`src/rtl/mag_cmp_pkg.sv`:
```
package mag_cmp_pkg;

  // Group result of a compare over a run of bits.
  typedef struct packed {
    logic lt;  // first operand smaller over this group
    logic eq;  // operands identical over this group
  } grp_t;

  // Carry-style combine: the upper group decides unless it is equal,
  // in which case the lower group decides.
  function automatic grp_t grp_merge(input grp_t hi, input grp_t lo);
    grp_t r;
    r.lt = hi.lt | (hi.eq & lo.lt);
    r.eq = hi.eq & lo.eq;
    return r;
  endfunction

endpackage

```
`src/rtl/cmp_encode.sv`:
```
module cmp_encode #(
  parameter int W = 64
) (
  input  logic [W-1:0]   a_i,
  input  logic [W-1:0]   b_i,
  output logic [W/2-1:0] lt_o,
  output logic [W/2-1:0] eq_o
);
  localparam int SLICES = W / 2;

  // Per-bit terms: g = second operand wins at this bit, p = bits match.
  logic [W-1:0] g_bit;
  logic [W-1:0] p_bit;

  assign g_bit = ~a_i & b_i;
  assign p_bit = ~(a_i ^ b_i);

  // Two-bit slice: upper bit decides, lower bit only when upper matches.
  for (genvar j = 0; j < SLICES; j++) begin : g_slice
    assign lt_o[j] = g_bit[2*j+1] | (p_bit[2*j+1] & g_bit[2*j]);
    assign eq_o[j] = p_bit[2*j+1] & p_bit[2*j];
  end

endmodule

```
`src/rtl/cmp_tree.sv`:
```
module cmp_tree
  import mag_cmp_pkg::*;
#(
  parameter int N = 32
) (
  input  logic [N-1:0] lt_i,
  input  logic [N-1:0] eq_i,
  output logic         lt_o,
  output logic         eq_o
);
  localparam int LEVELS = $clog2(N);
  localparam int NODES  = 2 * N - 1;
  // Odd levels are held inverted; undo that on the last level if needed.
  localparam logic FIX_OUT = 1'(LEVELS % 2);

  // First node index of each level when all levels are packed in one vector.
  function automatic int lvl_base(input int l);
    return 2 * N - ((2 * N) >> l);
  endfunction

  logic [NODES-1:0] lt_n;
  logic [NODES-1:0] eq_n;

  assign lt_n[N-1:0] = lt_i;
  assign eq_n[N-1:0] = eq_i;

  for (genvar l = 1; l <= LEVELS; l++) begin : g_lvl
    localparam int   CNT    = N >> l;
    localparam int   IN_B   = lvl_base(l - 1);
    localparam int   OUT_B  = lvl_base(l);
    localparam logic IN_INV = 1'((l - 1) % 2);
    localparam logic OUT_INV = 1'(l % 2);

    for (genvar j = 0; j < CNT; j++) begin : g_node
      grp_t hi;
      grp_t lo;
      grp_t mg;
      // Bring both children to true polarity before merging.
      assign hi.lt = lt_n[IN_B + 2*j + 1] ^ IN_INV;
      assign hi.eq = eq_n[IN_B + 2*j + 1] ^ IN_INV;
      assign lo.lt = lt_n[IN_B + 2*j] ^ IN_INV;
      assign lo.eq = eq_n[IN_B + 2*j] ^ IN_INV;
      assign mg    = grp_merge(hi, lo);
      assign lt_n[OUT_B + j] = mg.lt ^ OUT_INV;
      assign eq_n[OUT_B + j] = mg.eq ^ OUT_INV;
    end
  end

  assign lt_o = lt_n[NODES-1] ^ FIX_OUT;
  assign eq_o = eq_n[NODES-1] ^ FIX_OUT;

endmodule

```
`src/rtl/cmp_flat.sv`:
```
module cmp_flat #(
  parameter int N = 8
) (
  input  logic [N-1:0] lt_i,
  input  logic [N-1:0] eq_i,
  output logic         lt_o,
  output logic         eq_o
);
  // win[k]: group k says "smaller" and every group above it is equal.
  logic [N-1:0] win;

  always_comb begin
    for (int k = 0; k < N; k++) begin
      win[k] = lt_i[k];
      for (int j = k + 1; j < N; j++) begin
        win[k] = win[k] & eq_i[j];
      end
    end
  end

  assign lt_o = |win;
  assign eq_o = &eq_i;

endmodule

```
`src/rtl/mag_cmp_tree.sv`:
```
module mag_cmp_tree #(
  parameter int W      = 64,
  parameter bit HYBRID = 1'b0
) (
  input  logic         clk,
  input  logic         rst,
  input  logic [W-1:0] a_i,
  input  logic [W-1:0] b_i,
  output logic         lt_o,
  output logic         gt_o
);
  localparam int SLICES    = W / 2;
  localparam int BYTES     = W / 8;
  localparam int SL_PER_BY = 4;

  if ((W < 8) || ((W & (W - 1)) != 0)) begin : g_bad_width
    $error("mag_cmp_tree: W must be a power of two and at least 8");
  end

  logic [SLICES-1:0] s_lt;
  logic [SLICES-1:0] s_eq;
  logic              lt_d;
  logic              eq_d;

  cmp_encode #(.W(W)) u_enc (
    .a_i  (a_i),
    .b_i  (b_i),
    .lt_o (s_lt),
    .eq_o (s_eq)
  );

  if (!HYBRID) begin : g_full
    cmp_tree #(.N(SLICES)) u_tree (
      .lt_i (s_lt),
      .eq_i (s_eq),
      .lt_o (lt_d),
      .eq_o (eq_d)
    );
  end else begin : g_hyb
    logic [BYTES-1:0] by_lt;
    logic [BYTES-1:0] by_eq;

    for (genvar k = 0; k < BYTES; k++) begin : g_byte
      cmp_tree #(.N(SL_PER_BY)) u_btree (
        .lt_i (s_lt[k*SL_PER_BY +: SL_PER_BY]),
        .eq_i (s_eq[k*SL_PER_BY +: SL_PER_BY]),
        .lt_o (by_lt[k]),
        .eq_o (by_eq[k])
      );
    end

    cmp_flat #(.N(BYTES)) u_flat (
      .lt_i (by_lt),
      .eq_i (by_eq),
      .lt_o (lt_d),
      .eq_o (eq_d)
    );
  end

  always_ff @(posedge clk) begin
    if (rst) begin
      lt_o <= 1'b0;
      gt_o <= 1'b0;
    end else begin
      lt_o <= lt_d;
      gt_o <= ~(lt_d | eq_d);
    end
  end

endmodule

```
`config.mk`:
```
export PLATFORM = sky130hd
export DESIGN_NAME = mag_cmp_tree
export DESIGN_NICKNAME = d
export VERILOG_FILES = /design/src/rtl/mag_cmp_pkg.sv /design/src/rtl/cmp_encode.sv /design/src/rtl/cmp_tree.sv /design/src/rtl/cmp_flat.sv /design/src/rtl/mag_cmp_tree.sv
export SDC_FILE = /design/constraint.sdc
export NUM_CORES = 1
export LEC_CHECK = 0
export BUFFER_PORTS_ARGS = -buffer_cell sky130_fd_sc_hd__buf_2
export CELL_PAD_IN_SITES_DETAIL_PLACEMENT = 0
export CELL_PAD_IN_SITES_GLOBAL_PLACEMENT = 1
export CORE_ASPECT_RATIO = 1.2
export CORE_MARGIN = 2
export CORE_UTILIZATION = 28
export DETAILED_ROUTE_END_ITERATION = 6
export PLACE_DENSITY = 0.95
export SYNTH_ARGS = -nofsm -noshare
export SYNTH_HDL_FRONTEND = slang
export SYNTH_SLANG_ARGS = --single-unit
```
`constraint.sdc`:
```
create_clock -name clk -period 4 [get_ports clk]
set_clock_uncertainty 0.05 [all_clocks]
set_input_delay 0 -clock clk [delete_from_list [all_inputs] [get_ports clk]]
set_output_delay 0 -clock clk [all_outputs]
set_load 0.01 [all_outputs]
```
==> results.py, run 1 <==
metrics = {
    "final_layout": {
        "syn_to_final_growth_pct": 48.3,
        "num-nets-final": 566,
        "final_area_sq_um": 2480,
        "layout.cells.non_filler": 450,
        "seqCellArea_sq_um": 40.0,
        "antenna_cells": 0,
        "multi_input_area_sq_um": 1390,
        "fill_cells": 603,
        "drive_gt1_frac": 0.376,
    },
    "global_routing": {
        "grt_max_degree": 5,
        "grt_first_pass_wirelength_microns": 6980,
        "first_global_vias": 1917,
        "antenna_found_initial": 0,
        "grt_overflow": 0,
        "grt_usage": 0.129,
    },
    "logic_synthesis": {
        "ys_seq_area_frac": 0.0240,
        "synth_area_sq_um": 1670,
        "yosys_warnings": 0,
        "avgSynthCellArea_sq_um": 7.11,
        "async_reset_ff_frac": 0,
        "yosys_most_used_dff": "dfxtp_1",
        "syn_nets": 429,
        "netlist-cell-type-count": 23,
        "ys_seq_elements": 2,
        "synth_edf_count": 0,
        "syn-instance-count": 235,
    },
    "hold_path": {
        "holdPathStages": 6,
        "min_to": "lt_o$_SDFF_PP0_",
        "worst_hold_path_type": "in -> reg",
        "hold_start": "b_i[63]",
    },
    "drt": {
        "drt_iter0_markers": 37,
        "wire_per_inst_microns": 9.86,
        "vias_per_cell": 4.46,
        "wl_microns": 4440,
        "firstDrtPassIters": 4,
        "dr_total_vias": 2005,
        "drc": 0,
        "ant_nets": 0,
    },
    "sta": {
        "worst_pin_slew_ns": 0.382,
        "setup_slack_ns": 2.37,
        "finalMaxSlewViolations": 0,
        "fin_setup_tns_ns": 0,
        "grt_setup_unrepaired": "no",
        "fin_crit_ns": 1.63,
        "setup_viol": 0,
        "slew_headroom": 0.743,
        "final-hold-violation-count": 0,
        "max_freq_mhz": 615,
        "final.period_utilization": 0.406,
    },
    "power_and_ir_drop": {
        "irDropWorstVdd_mv": 0.0670,
        "power_frac_comb": 0.676,
        "power_mw": 0.308,
        "power_leakage_nw": 1.57,
        "p_sw_frac": 0.367,
        "power_density_nw_per_um2": 124,
        "pwr-share-clk": 0.251,
        "pwr-share-seq": 0.073,
        "power.internal_mw": 0.195,
        "netSwitchingPower_mw": 0.113,
    },
    "clocking": {
        "cts_tree": "built",
        "path_clk_slew_ns": 0.03,
        "htree_levels": 1,
        "post_cts_resize_count": 0,
        "numCtsBuffers": 3,
        "cts_root_buffer": "clkbuf_8",
        "clk_path_buf_depth": 2,
        "cts.sink_count": 2,
    },
    "setup_path": {
        "path_class": "in -> reg",
        "critical_path.cell_chain": "buf_2 > inv_1 > ha_1 > nand4_1 > nor4_2 > nand2_1 > nor4_4 > a31oi_1 > and3_1",
        "cp_max_fo": 3,
        "required_ns": 4.05,
        "cp.arrival_ns": 1.67,
        "cp_slowest_cell": "nor4_2",
        "start_kind": "primary input",
        "critPathMaxStageDelay_ns": 0.38,
        "cp-end-kind": "flip-flop",
    },
    "floorplanning": {
        "num_rows": 30,
        "chipHeight_microns": 88.6,
        "start_util": 0.293,
        "ioPinCount": 132,
        "dieWidth_microns": 74.5,
        "core_area_sq_um": 5710,
        "die-area_sq_um": 6600,
    },
    "placed_design": {
        "io_buffer_count": 131,
        "postPlaceCellArea_sq_um": 2430,
        "place.gp.congestion": 0.764,
        "hpwl_microns": 4310,
        "dp_cells": 446,
        "place_ws_ns": 2.15,
    },
    "status": {
        "outcome": "finished clean",
    },
    "job": {
        "max-cap-violations": 0,
    },
}
==> metrics by stage <==
stage / utilization / hold slack, ns
after floorplan: - / 0.0191
after global placement: 0.425 / 0.136
after detailed placement: 0.425 / 0.135
after CTS: 0.434 / 0.374
after global routing: 0.434 / 0.439
final: 0.434 / 0.361
==> per-layer routing <==
metal	vias up	GRT usage	wire [microns]
met5	-	0	0
met1	825	0.134	1770
li1	1092	-	-
met2	84	0.261	2280
met4	0	0.0325	40
met3	4	0.0194	345
==> final cells by class <==
class,count,area share
Clock buffer,3,0.0167
Inverter,65,0.0985
Multi-Input combinational cell,168,0.560
Sequential cell,2,0.0162
Tap cell,80,0.0404
Timing Repair Buffer,132,0.269
==> cells in the mapped netlist (all sizes together) (2+ instances only) <==
| library cell | number | area (sq um) |
|---|---|---|
| nand2 | 21 | 78.8 |
| nand3 | 4 | 20.0 |
| nor3 | 3 | 15.0 |
| a211oi | 3 | 22.5 |
| ha | 64 | 801 |
| a221oi | 5 | 43.8 |
| inv | 65 | 244 |
| a21oi | 27 | 135 |
| nor4 | 4 | 52.6 |
| nor2 | 6 | 22.5 |
| nand4 | 13 | 87.6 |
| o21ai | 11 | 55.1 |
| dfxtp | 2 | 40.0 |
==> worst max-delay path by stage <==
stage	from	endpoint	slack (ns)	cells after the start
2_1_floorplan	a_i[46]	gt_o$_SDFF_PP0_	2.44	8
3_3_place_gp	a_i[43]	gt_o$_SDFF_PP0_	2.19	9
3_5_place_dp	a_i[46]	gt_o$_SDFF_PP0_	2.15	9
4_1_cts	a_i[62]	gt_o$_SDFF_PP0_	2.36	9
5_1_grt	a_i[62]	gt_o$_SDFF_PP0_	2.20	9
6_report	a_i[62]	gt_o$_SDFF_PP0_	2.37	9
==> registers in the layout, summed over array words and instances (netlist names) <==
signal  cells
gt_o        1
lt_o        1
==> critical path: cells and delay by family <==
kind | cells | cell delay (ns)
buffers and inverters | 2 | 0.11
AND/OR/NAND/NOR | 5 | 1.14
adder cells (fa/ha/maj) | 1 | 0.31
AO/OA/AOI/OAI | 1 | 0.11
==> logic make-up after synthesis <==
logic type	synth area share
DFF	0.0240
buffers and inverters	0.146
and+or+nand+nor	0.178
AOI/OAI and AO/OA	0.173
adders and majority gates	0.479
==> cell usage in the layout (no fill, tap or decap), drive strengths merged, types with 2 or more instances in the layout <==
| cell type | netlist | layout |
|---|---|---|
| nand3 | 4 | 4 |
| o21ai | 11 | 11 |
| nand4 | 13 | 13 |
| inv | 65 | 65 |
| buf | 0 | 131 |
| nor2 | 6 | 6 |
| clkbuf | 0 | 3 |
| nand2 | 21 | 21 |
| a211oi | 3 | 3 |
| a221oi | 5 | 5 |
| ha | 64 | 64 |
| nor4 | 4 | 4 |
| dfxtp | 2 | 2 |
| nor3 | 3 | 3 |
| a21oi | 27 | 27 |
==> power by group through the flow <==
stage | clock (mW) | sequential, mW | combinational [mW]
global route | 0.0821 | 0.0226 | 0.244
finish | 0.0773 | 0.0224 | 0.208
CTS | 0.0781 | 0.0225 | 0.212
detailed placement | 0 | 0.0227 | 0.210
floorplan | 0 | 0.0237 | 0.115
global placement | 0 | 0.0226 | 0.204
==> repair_timing <==
item                      4_1_cts  5_1_grt
setup buffers                   0        0
hold endpoints to repair        1        0
hold buffers                    1        0
Power figures use the tool's default switching activity.
==> inputs of run 2 (changes only) <==
ABC_AREA = 1   (was not set)
CORE_UTILIZATION = 24   (was 28)
PLACE_DENSITY = 0.88   (was 0.95)
clock period = 1.4 ns   (was 4 ns; I/O delays follow)
==> results.py, run 2 <==
metrics = {
    "placed_design": {
        "io_buffer_count": 131,
        "place.gp.congestion": 0.725,
        "hpwl_microns": 4320,
        "dp_cells": 538,
    },
    "clocking": {
        "cts_root_buffer": "clkbuf_8",
        "path_clk_slew_ns": 0.03,
        "post_cts_buffers": 0,
        "numCtsBuffers": 3,
        "cts_tree": "built",
        "htree_levels": 1,
        "cts.sink_count": 2,
        "clk_path_buf_depth": 2,
    },
    "logic_synthesis": {
        "synth_top_area_cell": "ha_1",
        "synth.top_cells.by_count": "inv_1 (90), nand2_1 (89), ha_1 (64)",
        "avgSynthCellArea_sq_um": 5.90,
        "synth_compound_area_frac": 0.0888,
        "syn-instance-count": 315,
        "netlist-cell-type-count": 16,
        "synth_top_family_by_area": "adder cells",
        "synth.most_common_cell": "inv_1",
        "yosys_most_used_dff": "dfxtp_1",
        "ys_top_cells_by_area": "ha_1 (43%), inv_1 (18%), nand2_1 (18%), a21oi_1 (6.5%), nor2_1 (4.4%)",
        "synth_edf_count": 0,
        "synthAdderAreaFrac": 0.431,
        "synth_top_area_frac": 0.431,
        "ys_seq_elements": 2,
        "yosys_warnings": 0,
        "synth-xor-area-share": 0,
        "synth_area_sq_um": 1860,
        "yosys-mux-area-fraction": 0,
        "async_reset_ff_frac": 0,
        "ys_seq_area_frac": 0.0215,
        "syn_nets": 509,
        "synthSimpleGateAreaFrac": 0.275,
    },
    "power_and_ir_drop": {
        "power_leakage_nw": 1.87,
        "pwr-share-clk": 0.250,
        "netSwitchingPower_mw": 0.348,
        "power_frac_comb": 0.679,
        "pwr-share-seq": 0.071,
        "power_mw": 0.910,
        "power.internal_mw": 0.563,
        "power_density_nw_per_um2": 339,
        "irDropWorstVdd_mv": 0.447,
        "p_sw_frac": 0.382,
    },
    "sta": {
        "grt_setup_unrepaired": "no",
        "finalMaxSlewViolations": 0,
        "worst_pin_slew_ns": 0.222,
        "fin_setup_tns_ns": 0,
        "final.period_utilization": 0.850,
        "setup_viol": 0,
        "final-hold-violation-count": 0,
        "fin_crit_ns": 1.19,
        "slew_headroom": 0.851,
        "max_freq_mhz": 841,
        "fin_hold_ws_ns": 0.329,
    },
    "status": {
        "outcome": "finished clean",
    },
    "hold_path": {
        "hold_start": "b_i[56]",
        "min_to": "gt_o$_SDFF_PP0_",
        "holdPathStages": 7,
        "worst_hold_path_type": "in -> reg",
    },
    "drt": {
        "wl_microns": 4470,
        "wire_per_inst_microns": 8.24,
        "drc": 0,
        "dr_total_vias": 2175,
        "firstDrtPassIters": 4,
        "drt_iter0_markers": 20,
        "vias_per_cell": 4.01,
        "ant_nets": 0,
    },
    "job": {
        "max-cap-violations": 0,
    },
    "final_layout": {
        "syn_to_final_growth_pct": 44.2,
        "layout.cells.non_filler": 542,
        "antenna_cells": 0,
        "num-nets-final": 646,
        "drive_gt1_frac": 0.318,
        "final_cell_mix": "buf_2 (131), inv_1 (90), nand2_1 (89)",
        "top_regs": "gt_o (1), lt_o (1)",
        "layout_commonest_cell": "buf_2",
    },
    "setup_path": {
        "path_class": "in -> reg",
        "cp_slowest_cell": "ha_1",
        "crit_top_cell": "nor2_2",
        "cp-end-kind": "flip-flop",
        "critPathMaxStageDelay_ns": 0.29,
        "required_ns": 1.50,
        "start_kind": "primary input",
        "cp.arrival_ns": 1.29,
        "cp_max_fo": 3,
        "critical_path.cell_chain": "buf_2 > inv_1 > ha_1 > nand2_1 > nor2_2 > nand3_2 > nor2_2 > nand2_2 > nor2_2 > nand2_1 > nand2_2 > nor2_1 > nor2_1",
    },
    "floorplanning": {
        "start_util": 0.244,
        "core_area_sq_um": 7620,
        "die-area_sq_um": 8470,
        "dieWidth_microns": 84.4,
        "ioPinCount": 132,
        "num_rows": 35,
        "chipHeight_microns": 100,
    },
    "global_routing": {
        "grt_overflow": 0,
        "grt_max_degree": 4,
        "grt_first_pass_wirelength_microns": 7620,
        "grt_usage": 0.103,
        "antenna_found_initial": 0,
        "first_global_vias": 2126,
    },
}
-- run 2: cell count changes in the layout (fill, tap and decap cells not counted), sizes merged, moves of 4 or more --
cell,before,now
nand2,21,91
nor4,4,0
inv,65,91
nand4,13,1
a221oi,5,0
o21ai,11,3
nor2,6,27
-- run 2: per-layer routing --
metal  global-route usage  share of wire  up-vias
li1                     -              -     1233
met1                0.114           0.42      860
met2                0.206           0.49       78
met3               0.0222          0.091        4
met4               0.0110         0.0043        0
met5                    0              0        -
-- run 2: worst max-delay path by stage --
| stage | slack [ns] | depth (start not counted) | endpoint | from |
|---|---|---|---|---|
| after floorplan | 0.24 | 12 | lt_o$_SDFF_PP0_ | a_i[63] |
| final | 0.21 | 13 | lt_o$_SDFF_PP0_ | a_i[63] |
| after CTS | 0.18 | 13 | lt_o$_SDFF_PP0_ | a_i[31] |
| after global placement | -0.01 | 13 | lt_o$_SDFF_PP0_ | a_i[31] |
| after detailed placement | -0.02 | 13 | lt_o$_SDFF_PP0_ | a_i[31] |
| after global routing | 0.01 | 13 | lt_o$_SDFF_PP0_ | a_i[31] |
-- run 2: metrics by stage --
step	util	setup WS, ns	instance area, sq um
6_report	0.352	0.211	2680
5_1_grt	0.352	0.0134	2680
4_1_cts	0.352	0.185	2680
3_3_place_gp	0.345	-0.0123	2630
3_5_place_dp	0.345	-0.0238	2630
2_1_floorplan	-	0.240	1860
-- run 2: repair_timing --
item / in CTS / in global routing
endpoints found under the hold margin: 1 / 0
hold buffers: 1 / 0
gates resized for setup: 0 / 0
-- run 2: cell type report --
class                           instances  area, sq um
Clock buffer                            3         41.3
Fill cell                             861         4940
Inverter                               91          342
Multi-Input combinational cell        222         1480
Sequential cell                         2         40.0
Tap cell                               92          115
Timing Repair Buffer                  132          666
-- run 2: cells by family after synthesis --
group / after synthesis
simple gates: 127
buf+inv: 91
fa+ha+maj: 64
compound gates: 31
flops: 2
-- run 2: power by group through the flow --
stage | registers [mW] | logic (mW) | clock network [mW]
5_1_grt | 0.0649 | 0.742 | 0.236
4_1_cts | 0.0644 | 0.634 | 0.234
6_report | 0.0643 | 0.618 | 0.228
2_1_floorplan | 0.0678 | 0.358 | 0
3_5_place_dp | 0.0651 | 0.627 | 0
3_3_place_gp | 0.0649 | 0.613 | 0
-- run 2: worst max-delay path, delay by kind of cell --
family	cells	cell delay [ns]
buf+inv	2	0.10
simple gates	10	0.89
fa+ha+maj	1	0.29
